## config.mk

```make
export PLATFORM = sky130hd
export DESIGN_NAME = eth_rx_addr_filter
export DESIGN_NICKNAME = d
export VERILOG_FILES = /design/src/rtl/afl_pkg.sv /design/src/rtl/afl_crc_unit.sv /design/src/rtl/afl_hash_tables.sv /design/src/rtl/afl_match_logic.sv /design/src/rtl/eth_rx_addr_filter.sv
export SDC_FILE = /design/constraint.sdc
export NUM_CORES = 1
export LEC_CHECK = 0
export BUFFER_PORTS_ARGS = -buffer_cell sky130_fd_sc_hd__buf_4
export CAP_MARGIN = 20
export CORE_ASPECT_RATIO = 0.75
export CORE_MARGIN = 8
export CORE_UTILIZATION = 57
export CTS_CLUSTER_DIAMETER = 40
export DETAILED_ROUTE_END_ITERATION = 16
export HOLD_SLACK_MARGIN = 0.05
export PLACE_DENSITY = 0.77
export SKIP_CTS_REPAIR_TIMING = 1
export SLEW_MARGIN = 10
export SYNTH_ARGS = -nofsm -noshare
export SYNTH_HDL_FRONTEND = slang
export SYNTH_HIERARCHICAL = 1
export SYNTH_SLANG_ARGS = --single-unit
```

## constraint.sdc

```tcl
create_clock -name clk -period 9.05 [get_ports clk]
set_input_delay 0.905 -clock clk [delete_from_list [all_inputs] [get_ports clk]]
set_output_delay 0.905 -clock clk [all_outputs]
set_load 0.02 [all_outputs]
```

## src/rtl/afl_pkg.sv

```systemverilog
package afl_pkg;

    localparam int                CRC_W    = 32;
    localparam logic [CRC_W-1:0]  CRC_POLY = 32'h04C1_1DB7;
    localparam logic [CRC_W-1:0]  CRC_SEED = '1;

    // Decision reason codes
    typedef enum logic [2:0] {
        RSN_REJECT  = 3'd0,
        RSN_STATION = 3'd1,
        RSN_IHASH   = 3'd2,
        RSN_BCAST   = 3'd3,
        RSN_GHASH   = 3'd4,
        RSN_PROMISC = 3'd5,
        RSN_CAM     = 3'd6
    } reason_e;

    // One byte of the CRC: data bits enter LSB first, register shifts left.
    function automatic logic [CRC_W-1:0] crc_byte(input logic [CRC_W-1:0] crc_in,
                                                  input logic [7:0]       data);
        logic [CRC_W-1:0] c;
        logic             fb;
        c = crc_in;
        for (int i = 0; i < 8; i++) begin
            fb = c[CRC_W-1] ^ data[i];
            c  = {c[CRC_W-2:0], 1'b0};
            if (fb) c = c ^ CRC_POLY;
        end
        return c;
    endfunction

endpackage

```

## src/rtl/afl_crc_unit.sv

```systemverilog
// Shared CRC-32 datapath, one byte per enabled cycle.
module afl_crc_unit
    import afl_pkg::*;
#(
    parameter int BIN_W = 6
) (
    input  logic             clk,
    input  logic             rst_n,
    input  logic             step_en,
    input  logic             seed_sel,
    input  logic [7:0]       data_in,
    output logic [BIN_W-1:0] bin_next
);

    typedef struct packed {
        logic [CRC_W-1:0] crc;
    } crc_st_t;

    crc_st_t          s_d, s_q;
    logic [CRC_W-1:0] crc_nxt;

    always_comb begin
        s_d     = s_q;
        crc_nxt = crc_byte(seed_sel ? CRC_SEED : s_q.crc, data_in);
        if (step_en) s_d.crc = crc_nxt;
    end

    assign bin_next = crc_nxt[BIN_W-1:0];

    always_ff @(posedge clk or negedge rst_n) begin
        if (!rst_n) s_q <= '{crc: CRC_SEED};
        else        s_q <= s_d;
    end

endmodule

```

## src/rtl/afl_hash_tables.sv

```systemverilog
// Individual (index 0) and group (index 1) bin tables.
module afl_hash_tables #(
    parameter int HASH_BINS = 64,
    parameter int BIN_W     = $clog2(HASH_BINS)
) (
    input  logic             clk,
    input  logic             rst_n,
    input  logic             clr,
    input  logic             wr_en,
    input  logic             wr_grp,
    input  logic [BIN_W-1:0] wr_bin,
    input  logic [BIN_W-1:0] rd_bin,
    output logic             ind_hit,
    output logic             grp_hit
);

    localparam int N_TBL = 2;

    logic [N_TBL-1:0] hit;

    for (genvar t = 0; t < N_TBL; t++) begin : g_tbl
        logic [HASH_BINS-1:0] bits_d, bits_q;

        always_comb begin
            bits_d = bits_q;
            if (clr)
                bits_d = '0;
            else if (wr_en && (wr_grp == 1'(t)))
                bits_d[wr_bin] = 1'b1;
        end

        always_ff @(posedge clk or negedge rst_n) begin
            if (!rst_n) bits_q <= '0;
            else        bits_q <= bits_d;
        end

        assign hit[t] = bits_q[rd_bin];
    end

    assign ind_hit = hit[0];
    assign grp_hit = hit[1];

endmodule

```

## src/rtl/afl_match_logic.sv

```systemverilog
// Ordered accept/reject decision for a complete destination address.
module afl_match_logic
    import afl_pkg::*;
#(
    parameter int ADDR_W = 48
) (
    input  logic [ADDR_W-1:0] addr,
    input  logic [ADDR_W-1:0] sta_addr,
    input  logic              ind_hit,
    input  logic              grp_hit,
    input  logic              bcast_en,
    input  logic              promisc_en,
    input  logic              cam_en,
    output reason_e           reason,
    output logic              accept,
    output logic              cam_req
);

    logic    is_grp, is_bc;
    reason_e onchip;

    always_comb begin
        is_grp = addr[ADDR_W-8];
        is_bc  = &addr;
        onchip = RSN_REJECT;
        if (!is_grp) begin
            if (addr == sta_addr)   onchip = RSN_STATION;
            else if (ind_hit)       onchip = RSN_IHASH;
        end else if (is_bc) begin
            if (bcast_en)           onchip = RSN_BCAST;
        end else if (grp_hit) begin
            onchip = RSN_GHASH;
        end

        reason = onchip;
        if ((onchip == RSN_REJECT) && promisc_en)
            reason = cam_en ? RSN_CAM : RSN_PROMISC;

        accept  = (reason != RSN_REJECT) && (reason != RSN_CAM);
        cam_req = (reason == RSN_CAM);
    end

endmodule

```

## src/rtl/eth_rx_addr_filter.sv

```systemverilog
module eth_rx_addr_filter
    import afl_pkg::*;
#(
    parameter int ADDR_BYTES = 6,
    parameter int HASH_BINS  = 64
) (
    input  logic                    clk,
    input  logic                    rst_n,
    input  logic                    rx_byte_vld,
    input  logic                    rx_first,
    input  logic [7:0]              rx_byte,
    input  logic [8*ADDR_BYTES-1:0] sta_addr,
    input  logic                    bcast_en,
    input  logic                    promisc_en,
    input  logic                    cam_en,
    input  logic                    cmd_set,
    input  logic                    cmd_group,
    input  logic [8*ADDR_BYTES-1:0] cmd_addr,
    input  logic                    cmd_clear,
    output logic                    dec_vld,
    output logic                    dec_accept,
    output logic [2:0]              dec_reason,
    output logic                    cam_req
);

    localparam int              ADDR_W   = 8 * ADDR_BYTES;
    localparam int              BIN_W    = $clog2(HASH_BINS);
    localparam int              CNT_W    = $clog2(ADDR_BYTES);
    localparam logic [CNT_W-1:0] LAST_IDX = CNT_W'(ADDR_BYTES - 1);

    typedef struct packed {
        logic [CNT_W-1:0]  rx_cnt;
        logic [ADDR_W-1:0] rx_addr;
        logic              cmd_pend;
        logic              cmd_grp;
        logic [ADDR_W-1:0] cmd_addr;
        logic [CNT_W-1:0]  cmd_cnt;
        logic              dec_vld;
        logic              dec_acc;
        logic [2:0]        dec_rsn;
        logic              cam_req;
    } flt_st_t;

    flt_st_t s_d, s_q;

    logic              rx_step, rx_last, rx_busy;
    logic              cmd_go, cmd_done;
    logic [7:0]        cmd_byte, crc_in;
    logic              crc_seed;
    logic [BIN_W-1:0]  bin;
    logic [ADDR_W-1:0] rx_full;
    logic              ind_hit, grp_hit;
    reason_e           m_rsn;
    logic              m_acc, m_cam;

    // ---------------- control: stream tracking and CRC ownership ----------------
    always_comb begin
        rx_step  = rx_byte_vld && (rx_first || (s_q.rx_cnt != '0));
        rx_last  = rx_step && !rx_first && (s_q.rx_cnt == LAST_IDX);
        rx_busy  = rx_step || (s_q.rx_cnt != '0);
        rx_full  = {s_q.rx_addr[ADDR_W-9:0], rx_byte};

        cmd_go   = s_q.cmd_pend && !rx_busy && !cmd_clear;
        cmd_done = cmd_go && (s_q.cmd_cnt == LAST_IDX);

        cmd_byte = '0;
        for (int i = 0; i < ADDR_BYTES; i++) begin
            if (s_q.cmd_cnt == CNT_W'(i))
                cmd_byte = s_q.cmd_addr[ADDR_W-1-8*i -: 8];
        end

        crc_seed = rx_step ? rx_first : (s_q.cmd_cnt == '0);
        crc_in   = rx_step ? rx_byte  : cmd_byte;
    end

    afl_crc_unit #(.BIN_W(BIN_W)) u_crc (
        .clk      (clk),
        .rst_n    (rst_n),
        .step_en  (rx_step || cmd_go),
        .seed_sel (crc_seed),
        .data_in  (crc_in),
        .bin_next (bin)
    );

    afl_hash_tables #(.HASH_BINS(HASH_BINS), .BIN_W(BIN_W)) u_tbl (
        .clk     (clk),
        .rst_n   (rst_n),
        .clr     (cmd_clear),
        .wr_en   (cmd_done),
        .wr_grp  (s_q.cmd_grp),
        .wr_bin  (bin),
        .rd_bin  (bin),
        .ind_hit (ind_hit),
        .grp_hit (grp_hit)
    );

    afl_match_logic #(.ADDR_W(ADDR_W)) u_match (
        .addr       (rx_full),
        .sta_addr   (sta_addr),
        .ind_hit    (ind_hit),
        .grp_hit    (grp_hit),
        .bcast_en   (bcast_en),
        .promisc_en (promisc_en),
        .cam_en     (cam_en),
        .reason     (m_rsn),
        .accept     (m_acc),
        .cam_req    (m_cam)
    );

    // ---------------- next state ----------------
    always_comb begin
        s_d         = s_q;
        s_d.dec_vld = 1'b0;
        s_d.cam_req = 1'b0;

        if (rx_step) begin
            s_d.rx_addr = rx_full;
            if (rx_last)       s_d.rx_cnt = '0;
            else if (rx_first) s_d.rx_cnt = CNT_W'(1);
            else               s_d.rx_cnt = s_q.rx_cnt + 1'b1;
        end

        if (rx_last) begin
            s_d.dec_vld = 1'b1;
            s_d.dec_acc = m_acc;
            s_d.dec_rsn = m_rsn;
            s_d.cam_req = m_cam;
        end

        if (cmd_clear) begin
            s_d.cmd_pend = 1'b0;
            s_d.cmd_cnt  = '0;
        end else if (s_q.cmd_pend) begin
            if (cmd_go) begin
                if (cmd_done) begin
                    s_d.cmd_pend = 1'b0;
                    s_d.cmd_cnt  = '0;
                end else begin
                    s_d.cmd_cnt = s_q.cmd_cnt + 1'b1;
                end
            end else if (rx_step) begin
                s_d.cmd_cnt = '0;
            end
        end else if (cmd_set) begin
            s_d.cmd_pend = 1'b1;
            s_d.cmd_grp  = cmd_group;
            s_d.cmd_addr = cmd_addr;
            s_d.cmd_cnt  = '0;
        end
    end

    always_ff @(posedge clk or negedge rst_n) begin
        if (!rst_n) s_q <= '0;
        else        s_q <= s_d;
    end

    assign dec_vld    = s_q.dec_vld;
    assign dec_accept = s_q.dec_acc;
    assign dec_reason = s_q.dec_rsn;
    assign cam_req    = s_q.cam_req;

endmodule

```

Yosys cells after proc, flatten, opt, wreduce, memory -nomap -nowiden
Cells that the tools add are included.

Bits of input ports: 114. Bits in registers: 262.

Reduce and logical (&&, ||, !) cells: 27. $lt $le $gt $ge: 2. Bitwise gates (word level): 21. Muxes and demuxes: 48. Equality and inequality tests: 10. Add/sub/neg operators: 2.

Operator list (number): 64-bit two-way mux (4); 27-bit two-way mux (8); 64-bit bitwise OR (2); 14-bit NOT (8); 8-bit two-way mux (7); 53-bit two-way mux (1); 48-bit == test (1); 48-bit AND reduction (1); 3-bit two-way mux (12); 32-bit two-way mux (1); 1-bit binary-select mux with 6-bit select (2); 3-bit == test (second input constant) (4); 1-bit logical AND (11); 3-bit nonzero test (3); 1-bit two-way mux (8); 1-bit bitwise XOR (8); 6-bit by 7-bit < comparator with 1-bit output (second input constant) (1); 3-bit by 1-bit adder with 3-bit output (second input constant) (2); 1-bit demux with 6-bit select (1); 3-bit by 2-bit == test with 1-bit output (second input constant) (2); 6-bit by 1-bit >= comparator with 1-bit output (second input constant) (1); 3-bit zero test (2); 2-bit two-way mux (3); 6-bit two-way mux (1); other kinds (9) (16).

Depth between registers and ports, before layout
Gate-level depths: netlist of the first run.

Depth in word-level cells: 35. Gate-level depth with buffers: 25. Depth with buffers taken out: 19.

Cells and area by module
Netlist of the first run, hierarchy kept.

Modules (own cells, without submodules): afl_hash_tables (cells an instance 571, seq. area each 3203.1 µm², area each 5845.6 µm², instances 1); eth_rx_addr_filter (cells an instance 466, seq. area each 2552.4 µm², area each 4626.9 µm², instances 1); afl_crc_unit (cells an instance 228, seq. area each 840.8 µm², area each 2356.0 µm², instances 1); afl_match_logic (cells an instance 97, seq. area each 0.0 µm², area each 732.0 µm², instances 1).

Least setup slack after synthesis of the first run
OpenSTA, ideal clock, no wires.

Kind: in2reg. Start point: input rx_first. End point: register s_q, in the netlist dec_accept. Arrival: 5.229 ns. Path buffers: 5. Data required time: 8.925 ns. Setup slack: 3.695 ns. Stages: 21. Cell sequence: buf_2 o21ai_2 buf_2 o21ai_0 o31ai_1 xor2_2 xnor2_2 xnor3_4 buf_4 buf_2 buf_4 mux2i_1 nand2_1 nand4_1 o21ai_0 o21ai_0 o21ai_1 inv_1 o22ai_1 or4b_1 mux2_4.

RTL lines: start, declared (RTL line eth_rx_addr_filter.sv:10) `input logic rx_first,`; 1-bit logical OR * (RTL line eth_rx_addr_filter.sv:58) `rx_step = rx_byte_vld && (rx_first || (s_q.rx_cnt != '0));`; 1-bit logical AND * (RTL line eth_rx_addr_filter.sv:58); 8-bit two-way mux * (RTL line eth_rx_addr_filter.sv:73) `crc_in = rx_step ? rx_byte : cmd_byte;`; via crc_in[1] (RTL line eth_rx_addr_filter.sv:48) `logic [7:0] cmd_byte, crc_in;`; 1-bit bitwise XOR * (RTL line afl_pkg.sv:25) `fb = c[CRC_W-1] ^ data[i];`; 27-bit two-way mux * (RTL line afl_pkg.sv:27) `if (fb) c = c ^ CRC_POLY;`; 1-bit bitwise XOR * (RTL line afl_pkg.sv:25); 27-bit two-way mux * (RTL line afl_pkg.sv:27); via u_crc.crc_nxt[2] (RTL line afl_crc_unit.sv:20) `logic [CRC_W-1:0] crc_nxt;`; [2 not listed]; via ind_hit (RTL line eth_rx_addr_filter.sv:52) `logic ind_hit, grp_hit;`; [1 not listed]; 3-bit two-way mux * (RTL line afl_match_logic.sv:27) `if (addr == sta_addr) onchip = RSN_STATION;`; 3-bit two-way mux * (RTL line afl_match_logic.sv:26) `if (!is_grp) begin`; 3-bit zero test (RTL line afl_match_logic.sv:36) `if ((onchip == RSN_REJECT) && promisc_en)`; 1-bit logical AND (RTL line afl_match_logic.sv:36); 3-bit two-way mux * (RTL line afl_match_logic.sv:36); 3-bit inequality test / 3-bit nonzero test (equally long branches) (RTL line afl_match_logic.sv:39) `accept = (reason != RSN_REJECT) && (reason != RSN_CAM);`; 1-bit logical AND * (RTL line afl_match_logic.sv:39); via m_acc (RTL line eth_rx_addr_filter.sv:54) `logic m_acc, m_cam;`; end signal, assigned (RTL line eth_rx_addr_filter.sv:153) `if (!rst_n) s_q <= '0;`; end signal, assigned (RTL line eth_rx_addr_filter.sv:154) `else s_q <= s_d;`; end, declared (RTL line eth_rx_addr_filter.sv:44) `flt_st_t s_d, s_q;`.

The timed path passes the listed nets; every way through them passes the cells marked *. The select of a mux whose other input is x is not followed. A chain may end at the register's enable or synchronous reset.

Worst setup path after layout of the first run
Start point: register s_q[107] in the netlist's numbering. End point: register s_q, in the netlist dec_accept.

RTL lines: 3-bit nonzero test * (RTL line eth_rx_addr_filter.sv:58); 1-bit logical OR * (RTL line eth_rx_addr_filter.sv:58); 1-bit logical AND * (RTL line eth_rx_addr_filter.sv:58); 8-bit two-way mux * (RTL line eth_rx_addr_filter.sv:73); via crc_in[7] (RTL line eth_rx_addr_filter.sv:48); 1-bit bitwise XOR * (RTL line afl_pkg.sv:25); 27-bit two-way mux * (RTL line afl_pkg.sv:27); via bin[1] (RTL line eth_rx_addr_filter.sv:50) `logic [BIN_W-1:0] bin;`; [2 not listed]; via ind_hit (RTL line eth_rx_addr_filter.sv:52); [1 not listed]; 3-bit two-way mux * (RTL line afl_match_logic.sv:27); 3-bit two-way mux * (RTL line afl_match_logic.sv:26); 3-bit zero test (RTL line afl_match_logic.sv:36); 1-bit logical AND (RTL line afl_match_logic.sv:36); 3-bit two-way mux * (RTL line afl_match_logic.sv:36); 3-bit inequality test / 3-bit nonzero test (equally long branches) (RTL line afl_match_logic.sv:39); 1-bit logical AND * (RTL line afl_match_logic.sv:39); via m_acc (RTL line eth_rx_addr_filter.sv:54).

Marks and branches as above.

==> out/summary.log, run 1 <==
INFO  outcome        outcome=completed
INFO  clock_tree     cts.root.buffer_cell=sky130_fd_sc_hd__clkbuf_16
INFO  routing        via_count=10.29k
INFO  placement      place.detailed.hpwl=23840um
INFO  timing         holdWs=0.4300ns
INFO  setup_path     critical_path.startpoint=s_q[107]
INFO  timing         rsz0062_at_grt=no
INFO  setup_path     max_incr_delay_on_cp=0.81ns
INFO  timing         setup-violations-final=0
INFO  setup_path     worstSetupStartpointType=flip-flop
INFO  hold_path      worstHoldPathType=input pin to asynchronous set/reset pin
INFO  setup_path     crit_chain=inv_1 > ha_1 > nand2b_1 > o21ai_4 > buf_4 > o21ai_0 > o31ai_1 > xor2_2 > xnor2_2 > xnor2_4 > buf_4 > nor2b_1 > a22oi_1 > nand4_1 > o21ai_0 > o21ai_0 > o21ai_1 > inv_1 > o22ai_1 > or4b_1 > mux2_4
INFO  synthesis      synth.ff_latch_count=262
INFO  clock_tree     tritoncts=yes
INFO  timing         final_critical_path_setup_slack=2.438ns
INFO  placement      port_buffers=119
INFO  finish         number_of_inserted_diodes=0
INFO  routing        drt_wl_total=34820um
INFO  placement      dp_worst_setup_slack=2.191ns
INFO  global_routing grt_pass1_vias=10.21k
INFO  finish         area.growth.synth_to_final=15.79%
INFO  timing         min_period_over_period=0.7306
INFO  synthesis      synth.distinct_cells=68
INFO  timing         max_slew.worst_pin.slew=1.107ns
INFO  pwr            ir_worst_vdd=0.6322mV
INFO  timing         timing.final.crit_period=6.612ns
INFO  global_routing grt_antenna_before_repair=0
INFO  setup_path     critical_path_peak_fanout=30
INFO  timing         final.setup.tns=0ns
INFO  synthesis      synthesis.nets=1484
INFO  global_routing grt_start_max_net_pins=117
INFO  timing         fmaxAchievable=151.3MHz
INFO  timing         fin_worst_skew=0.03342ns
INFO  setup_path     path_class=flip-flop to flip-flop
INFO  clock_tree     cts_h_tree_depth=2
INFO  setup_path     worst_path_arrival_time=6.98ns
INFO  global_routing grt_first_pass_wirelength=56280um
INFO  floorplan      fp.coreArea=23670um2
INFO  flow_run       max_cap_violations=0
INFO  floorplan      die_h=149.6um
INFO  setup_path     required_time_of_the_critical_path=9.42ns
INFO  timing         slew-limit-headroom=0.2556
INFO  clock_tree     cts.clk_slew.worst_paths=0.06ns
INFO  clock_tree     cts_buffer_depth=3
INFO  synthesis      yosys_warnings=6
INFO  routing        drc=0
INFO  setup_path     worst_setup_path_end_kind=flip-flop
INFO  synthesis      synth_top_cell_area_share=0.4244
INFO  synthesis      post_synth_instance_area=13560um2
INFO  synthesis      synth_enable_flop_cells=0
INFO  routing        drt-wirelength-per-cell=19.58um
INFO  finish         finalNetCount=1569
INFO  synthesis      synth.top_cells.by_area=sky130_fd_sc_hd__dfrtp_1 42%, sky130_fd_sc_hd__a21oi_1 6.2%, sky130_fd_sc_hd__dfstp_2 6.2%
INFO  floorplan      floorplan.die.width=194.1um
INFO  setup_path     cp_common_cell=sky130_fd_sc_hd__o21ai_0
INFO  setup_path     worst_path_dominant_cell_family=compound AO/OA/AOI/OAI gates
INFO  routing        drt_pass1_iterations=5
INFO  pwr            power-per-cell-area=434.0nW/um2
INFO  finish         proportion_of_layout_cells_with_a_drive_suffix_above_1=0.2188
INFO  clock_tree     clk_latency=0.52ns
INFO  routing        post_drt_via_cell_ratio=5.786
INFO  floorplan      design.portCount=120
INFO  global_routing global_route.overflow_total=0
INFO  synthesis      synth.avg_cell_area=9.956um2
INFO  timing         slew_violations=0
INFO  synthesis      top_reg_cell_synth=sky130_fd_sc_hd__dfrtp_1
INFO  floorplan      initial_utilization=0.5730
INFO  placement      gpl.final_weighted_congestion=0.8793
INFO  floorplan      placement_rows=49
INFO  routing        postRouteAntennaNets=0
INFO  global_routing grt_usage=0.2390
INFO  synthesis      synth_seq_area_share=0.4864
INFO  synthesis      netlist_instances=1362
INFO  finish         post-route-util=0.6635
INFO  timing         hold_violations=0
INFO  floorplan      dieArea=29030um2
INFO  synthesis      synth_top_area_cell=sky130_fd_sc_hd__dfrtp_1
INFO  setup_path     cp.buffers_inverters=4
INFO  clock_tree     cts.sink_count=262
INFO  pwr            cellLeakagePower=0.007303uW
INFO  setup_path     timing.rr.start=s_q[107]
INFO  setup_path     crit_path_top_delay_cell=sky130_fd_sc_hd__xnor2_4
INFO  routing        initialDrtViolationCount=1136
INFO  synthesis      synthArstFlopShare=1.000
INFO  clock_tree     num_cts_buffers=34
## placed cells by master, fill, tap and decap left out, types with 5 or more instances in the layout
cell type                   netlist  routed
sky130_fd_sc_hd__xnor2_1         70      70
sky130_fd_sc_hd__nand2b_1         6       6
sky130_fd_sc_hd__a21oi_1        168     168
sky130_fd_sc_hd__clkbuf_16        0      37
sky130_fd_sc_hd__dfrtp_1        230     230
sky130_fd_sc_hd__nor2b_1          6       6
sky130_fd_sc_hd__mux2i_1         40      40
sky130_fd_sc_hd__dfstp_2         32      32
sky130_fd_sc_hd__o21ai_1          5       5
sky130_fd_sc_hd__nand3b_1         5       5
sky130_fd_sc_hd__nand2_1        166     166
sky130_fd_sc_hd__mux4_1           8       8
sky130_fd_sc_hd__nand3_1         17      17
sky130_fd_sc_hd__mux4_2           8       8
sky130_fd_sc_hd__o21ai_0         36      36
sky130_fd_sc_hd__nand4_1         22      22
sky130_fd_sc_hd__o31ai_1          9       9
sky130_fd_sc_hd__a2bb2oi_1        7       7
sky130_fd_sc_hd__ha_1             8       8
sky130_fd_sc_hd__nor4_1          13      13
sky130_fd_sc_hd__o211a_1          7       7
sky130_fd_sc_hd__nor2_1         204     204
sky130_fd_sc_hd__a22oi_1          8       8
sky130_fd_sc_hd__clkinv_2         0       6
sky130_fd_sc_hd__inv_1           25      25
sky130_fd_sc_hd__mux2_2          54      54
sky130_fd_sc_hd__xor2_1          60      60
sky130_fd_sc_hd__buf_4           16     135
sky130_fd_sc_hd__xnor2_2          7       6
## layer usage
metal | global-route usage | vias to the layer above | share of wire
met5 | 0 | - | 0
met4 | 0.05105 | 0 | 0.016
met3 | 0.05820 | 48 | 0.083
met2 | 0.3518 | 369 | 0.44
met1 | 0.3544 | 5087 | 0.46
li1 | - | 4783 | -
## kinds of logic after synthesis
group,after synthesis,synth area share
AO/OA/AOI/OAI,256,0.1062
adder cells (fa/ha/maj),8,0.007382
AND/OR/NAND/NOR,465,0.1501
multiplexers,114,0.1076
flip-flops,262,0.4864
buffers and inverters,116,0.04346
XOR/XNOR,141,0.09882
## per-stage QoR
step,cell area (um2),total power [uW],std cells
final,15700,6815,1778
after detailed placement,14510,5392,1715
after global routing,15700,7211,1778
after global placement,14500,5328,1714
after floorplan,13560,4712,1362
after CTS,15670,6795,1776
## cells in the mapped netlist (8+ instances only)
cell / instances
sky130_fd_sc_hd__a21oi_1: 168
sky130_fd_sc_hd__a22oi_1: 8
sky130_fd_sc_hd__buf_2: 38
sky130_fd_sc_hd__buf_4: 16
sky130_fd_sc_hd__clkbuf_1: 27
sky130_fd_sc_hd__dfrtp_1: 230
sky130_fd_sc_hd__dfstp_2: 32
sky130_fd_sc_hd__ha_1: 8
sky130_fd_sc_hd__inv_1: 25
sky130_fd_sc_hd__mux2_2: 54
sky130_fd_sc_hd__mux2i_1: 40
sky130_fd_sc_hd__mux4_1: 8
sky130_fd_sc_hd__mux4_2: 8
sky130_fd_sc_hd__nand2_1: 166
sky130_fd_sc_hd__nand3_1: 17
sky130_fd_sc_hd__nand4_1: 22
sky130_fd_sc_hd__nor2_1: 204
sky130_fd_sc_hd__nor4_1: 13
sky130_fd_sc_hd__o21ai_0: 36
sky130_fd_sc_hd__o31ai_1: 9
sky130_fd_sc_hd__xnor2_1: 70
sky130_fd_sc_hd__xor2_1: 60
## registers in the layout (all words and copies together) (netlist names)
| register | count |
|---|---|
| rx_full | 40 |
| dec_vld | 1 |
| dec_accept | 1 |
| u_crc/s_q | 32 |
| cam_req | 1 |
| u_tbl/g_tbl.bits_q | 128 |
| s_q | 56 |
| dec_reason | 3 |
## power breakdown
group | switching, uW | leakage (uW) | internal [uW] | total (uW)
logic | 2280 | 0.00334 | 1490 | 3760
clock network | 528 | 0.000573 | 835 | 1360
registers | 238 | 0.00339 | 1450 | 1690
## path summary, 6_finish.rpt
check                                            end  slack (ns)  depth (start not counted)
min in group clk           u_tbl/g_tbl[0].bits_q[14]        0.49                          2
hold reg to reg            u_tbl/g_tbl[0].bits_q[14]        0.49                          2
hold / removal                               s_q[40]        0.43                          1
setup reg to reg                          dec_accept        2.44                         21
setup / recovery                          dec_accept        2.44                         21
max in group asynchronous  u_tbl/g_tbl[1].bits_q[38]        7.01                          2
## worst reg2reg max path: stages (launching register included)
cell and delay [ns]:
sky130_fd_sc_hd__dfrtp_1 0.41, sky130_fd_sc_hd__inv_1 0.09, sky130_fd_sc_hd__ha_1 0.19, sky130_fd_sc_hd__nand2b_1 0.13, sky130_fd_sc_hd__o21ai_4 0.61, sky130_fd_sc_hd__buf_4 0.39, sky130_fd_sc_hd__o21ai_0 0.13, sky130_fd_sc_hd__o31ai_1 0.75
sky130_fd_sc_hd__xor2_2 0.18, sky130_fd_sc_hd__xnor2_2 0.31, sky130_fd_sc_hd__xnor2_4 0.81, sky130_fd_sc_hd__buf_4 0.52, sky130_fd_sc_hd__nor2b_1 0.35, sky130_fd_sc_hd__a22oi_1 0.15, sky130_fd_sc_hd__nand4_1 0.11, sky130_fd_sc_hd__o21ai_0 0.07
sky130_fd_sc_hd__o21ai_0 0.15, sky130_fd_sc_hd__o21ai_1 0.13, sky130_fd_sc_hd__inv_1 0.11, sky130_fd_sc_hd__o22ai_1 0.11, sky130_fd_sc_hd__or4b_1 0.48, sky130_fd_sc_hd__mux2_4 0.27
## final cells by class
cell class | count | area [um2]
flip-flops and latches | 262 | 6596
repair buffers | 138 | 1061
well taps | 306 | 382.9
inverters | 27 | 101.3
multi-input cells | 984 | 6399
clock inverters | 18 | 182.7
clock buffers | 43 | 978.4
fillers | 1807 | 7964
Note: power is estimated with default switching activity, not from simulation.
==> run 2: changes to the inputs <==
Settings changed: ABC_AREA set to 1, PLACE_DENSITY 0.77 to 0.76.
Clock period 9.05 ns to 6.85 ns, I/O delays scaled along.
==> run 2 against run 1 <==
Routed wire length grew 16%. Core utilization down 0.56 points. Clock-buffer cell count rose by 1. Setup slack worse by 1.2 ns. Synthesized cell count grew 48%. Die area rose by 9.2%.
==> out/summary.log, run 2 <==
INFO  hold_path      worstHoldPathType=input pin to asynchronous set/reset pin
INFO  timing         slew_violations=0 [unchanged]
INFO  setup_path     critical_path_peak_fanout=51 [+70%]
INFO  setup_path     worstSetupStartpointType=flip-flop
INFO  routing        drc=0 [unchanged]
INFO  placement      port_buffers=119 [unchanged]
INFO  placement      place.detailed.hpwl=27060um [+14%]
INFO  synthesis      synth_top_area_cell=sky130_fd_sc_hd__dfrtp_1
INFO  finish         finalNetCount=2213 [+41%]
INFO  placement      gpl.final_weighted_congestion=0.9219 [+4.8%]
INFO  floorplan      die_h=156.2um [+4.4%]
INFO  finish         proportion_of_layout_cells_with_a_drive_suffix_above_1=0.1644 [-0.05437]
INFO  routing        drt_pass1_iterations=6 [+1]
INFO  synthesis      synth.avg_cell_area=7.424um2 [-25%]
INFO  synthesis      top_reg_cell_synth=sky130_fd_sc_hd__dfrtp_1
INFO  floorplan      design.portCount=120 [unchanged]
INFO  synthesis      netlist_instances=2012 [+48%]
INFO  setup_path     max_incr_delay_on_cp=0.48ns [-0.33 ns]
INFO  routing        drt_wl_total=40240um [+16%]
INFO  timing         fmaxAchievable=179.4MHz [+19%]
INFO  pwr            ir_worst_vdd=0.2696mV [-57%]
INFO  clock_tree     tritoncts=yes
INFO  clock_tree     num_cts_buffers=37 [+8.8%]
INFO  placement      dp_worst_setup_slack=1.283ns [-0.9084 ns]
INFO  global_routing grt-busiest-layer=met2
INFO  setup_path     path_class=flip-flop to flip-flop
INFO  pwr            cellLeakagePower=0.008271uW [+13%]
INFO  timing         hold_violations=0 [unchanged]
INFO  finish         layout.cells.non_filler=2461 [+38%]
INFO  clock_tree     cts_h_tree_depth=2 [unchanged]
INFO  setup_path     cp_common_cell=sky130_fd_sc_hd__nand2_1
INFO  placement      post-place-cells=2396 [+40%]
INFO  routing        via_count=13.43k [+31%]
INFO  timing         slew-limit-headroom=0.2710 [+0.01546]
INFO  timing         min_period_over_period=0.8140 [+0.08339]
INFO  synthesis      synth_enable_flop_cells=0 [unchanged]
INFO  clock_tree     cts.sink_count=262 [unchanged]
INFO  pwr            power-per-cell-area=389.3nW/um2 [-10%]
INFO  global_routing grt_antenna_before_repair=0 [unchanged]
INFO  routing        initialDrtViolationCount=1261 [+11%]
INFO  synthesis      synthesis.nets=2134 [+44%]
INFO  clock_tree     cts_buffer_depth=3 [unchanged]
INFO  finish         leading_cell_type_in_the_layout_fill_and_taps_excluded=sky130_fd_sc_hd__nand2_1
INFO  setup_path     worst_setup_path_end_kind=flip-flop
INFO  global_routing grt_first_pass_wirelength=65640um [+17%]
INFO  finish         top_register=u_tbl/g_tbl.bits_q
INFO  finish         most_frequent_cells_in_the_layout=650 x sky130_fd_sc_hd__nand2_1, 263 x sky130_fd_sc_hd__nor2_1, 230 x sky130_fd_sc_hd__dfrtp_1
INFO  synthesis      synthArstFlopShare=1.000 [unchanged]
INFO  timing         max_slew.worst_pin.slew=1.093ns [-0.01372 ns]
INFO  synthesis      synth_top_cell_area_share=0.3853 [-0.03914]
INFO  routing        post_drt_via_cell_ratio=5.455 [-5.7%]
INFO  timing         timing.final.crit_period=5.576ns [-1.036 ns]
INFO  synthesis      synth.ff_latch_count=262 [unchanged]
INFO  routing        postRouteAntennaNets=0 [unchanged]
INFO  synthesis      synth.distinct_cells=43 [-37%]
INFO  clock_tree     clk_latency=0.51ns [about the same]
INFO  floorplan      floorplan.die.width=202.9um [+4.5%]
INFO  global_routing use_met3=0.04814 [-0.01006]
INFO  synthesis      synth_most_common_cell=sky130_fd_sc_hd__nand2_1
INFO  setup_path     required_time_of_the_critical_path=7.27ns [-2.15 ns]
INFO  timing         final.setup.tns=0ns [unchanged]
INFO  synthesis      synth.top_cells.by_count=651 x sky130_fd_sc_hd__nand2_1, 264 x sky130_fd_sc_hd__nor2_1, 230 x sky130_fd_sc_hd__dfrtp_1
INFO  finish         number_of_inserted_diodes=0 [unchanged]
INFO  global_routing grt_pass1_vias=12.84k [+26%]
INFO  synthesis      post_synth_instance_area=14940um2 [+10%]
INFO  clock_tree     cts.root.buffer_cell=sky130_fd_sc_hd__clkbuf_16
INFO  setup_path     crit_path_top_delay_cell=sky130_fd_sc_hd__nor2_2
INFO  finish         largest_reg_flops=128 [unchanged]
INFO  outcome        outcome=completed
INFO  global_routing grt_start_max_net_pins=168 [+44%]
INFO  synthesis      yosys_warnings=6 [unchanged]
INFO  synthesis      synth.top_cells.by_area=sky130_fd_sc_hd__dfrtp_1 39%, sky130_fd_sc_hd__nand2_1 16%, sky130_fd_sc_hd__nor2_1 6.6%
INFO  floorplan      placement_rows=51 [+4.1%]
INFO  flow_run       max_cap_violations=0 [unchanged]
INFO  timing         final_critical_path_setup_slack=1.274ns [-1.164 ns]
INFO  clock_tree     cts.clk_slew.worst_paths=0.06ns [about the same]
INFO  global_routing grt_use_met1=0.3622 [+0.007761]
INFO  global_routing grt_usage=0.2516 [+0.01262]
INFO  floorplan      dieArea=31700um2 [+9.2%]
INFO  global_routing grt_use_met2=0.3819 [+0.03002]
INFO  synthesis      synth_seq_area_share=0.4416 [-0.04486]
INFO  floorplan      fp.coreArea=25840um2 [+9.2%]
INFO  timing         setup-violations-final=0 [unchanged]
INFO  floorplan      initial_utilization=0.5780 [+0.005005]
INFO  global_routing global_route.overflow_total=0 [unchanged]
INFO  routing        drt-wirelength-per-cell=16.35um [-17%]
INFO  setup_path     worst_path_arrival_time=5.99ns [-0.99 ns]
INFO  timing         fin_worst_skew=0.01500ns [-0.01842 ns]
INFO  finish         area.growth.synth_to_final=13.81%
INFO  timing         rsz0062_at_grt=no
## run 2: changes by cell type after synthesis, sizes merged, moves of 12 or more
cell   delta
o21ai    +12
nor4     -14
nand3   +147
xor2     -37
a21oi    -35
mux2i    -40
xnor2    -31
mux4     -16
nor2     +62
nand2   +515
inv     +157
## run 2: stage by stage
| stage | total power [uW] | util | hold slack (ns) | instance area, um2 |
|---|---|---|---|---|
| 4_1_cts | 6579 | 0.6579 | 0.2043 | 17000 |
| 5_1_grt | 7022 | 0.6579 | 0.2318 | 17000 |
| 6_report | 6618 | 0.6579 | 0.1737 | 17000 |
| 3_3_place_gp | 4653 | 0.6114 | 0.4579 | 15800 |
| 2_1_floorplan | 4115 | - | 0.3894 | 14940 |
| 3_5_place_dp | 4723 | 0.6122 | 0.4599 | 15820 |
## run 2: path summary, 6_finish.rpt
| kind | end | slack, ns | cells after the start | from |
|---|---|---|---|---|
| min in group clk | s_q[55] | 0.40 | 2 | cmd_addr[46] |
| max reg2reg | cam_req | 1.27 | 32 | s_q[107] |
| max | cam_req | 1.27 | 32 | s_q[107] |
| min | s_q[27] | 0.17 | 1 | rst_n |
| min reg2reg | u_crc/s_q[9] | 0.47 | 2 | u_crc/s_q[9] |
| max in group asynchronous | u_tbl/g_tbl[1].bits_q[52] | 5.30 | 2 | rst_n |
## run 2: power by group
group / leakage [uW] / internal, uW / switching, uW / total (uW)
Combinational: 0.00432 / 839 / 1830 / 2670
Sequential: 0.00338 / 1880 / 245 / 2120
Clock: 0.000565 / 1100 / 726 / 1830
## run 2: cell type report
cell class | instances | area [um2]
Clock buffer | 44 | 1012
Timing Repair Buffer | 131 | 1016
Inverter | 194 | 730.7
Sequential cell | 262 | 6596
Fill cell | 2187 | 8842
Tap cell | 344 | 430.4
Clock inverter | 21 | 168.9
Multi-Input combinational cell | 1465 | 7047
## run 2: cells by family after synthesis
group / after synthesis / synth area share
buffers and inverters: 285 / 0.08736
adder cells (fa/ha/maj): 8 / 0.006701
AND/OR/NAND/NOR: 1143 / 0.3174
XOR/XNOR: 70 / 0.04330
AO/OA/AOI/OAI: 195 / 0.06676
multiplexers: 49 / 0.03694
flip-flops: 262 / 0.4416
## run 2: worst max-delay path: cells and delay by family, from the launching register on
family | cells | cell delay (ns)
compound gates | 2 | 0.38
simple gates | 22 | 2.94
buf+inv | 7 | 1.54
flops | 1 | 0.37
fa+ha+maj | 1 | 0.21
## run 2: layer usage
metal  up-vias  wire (um)
met4         0        912
met2       572      17720
met3        85       3517
met1      6306      18090
li1       6462          -
met5         -          0
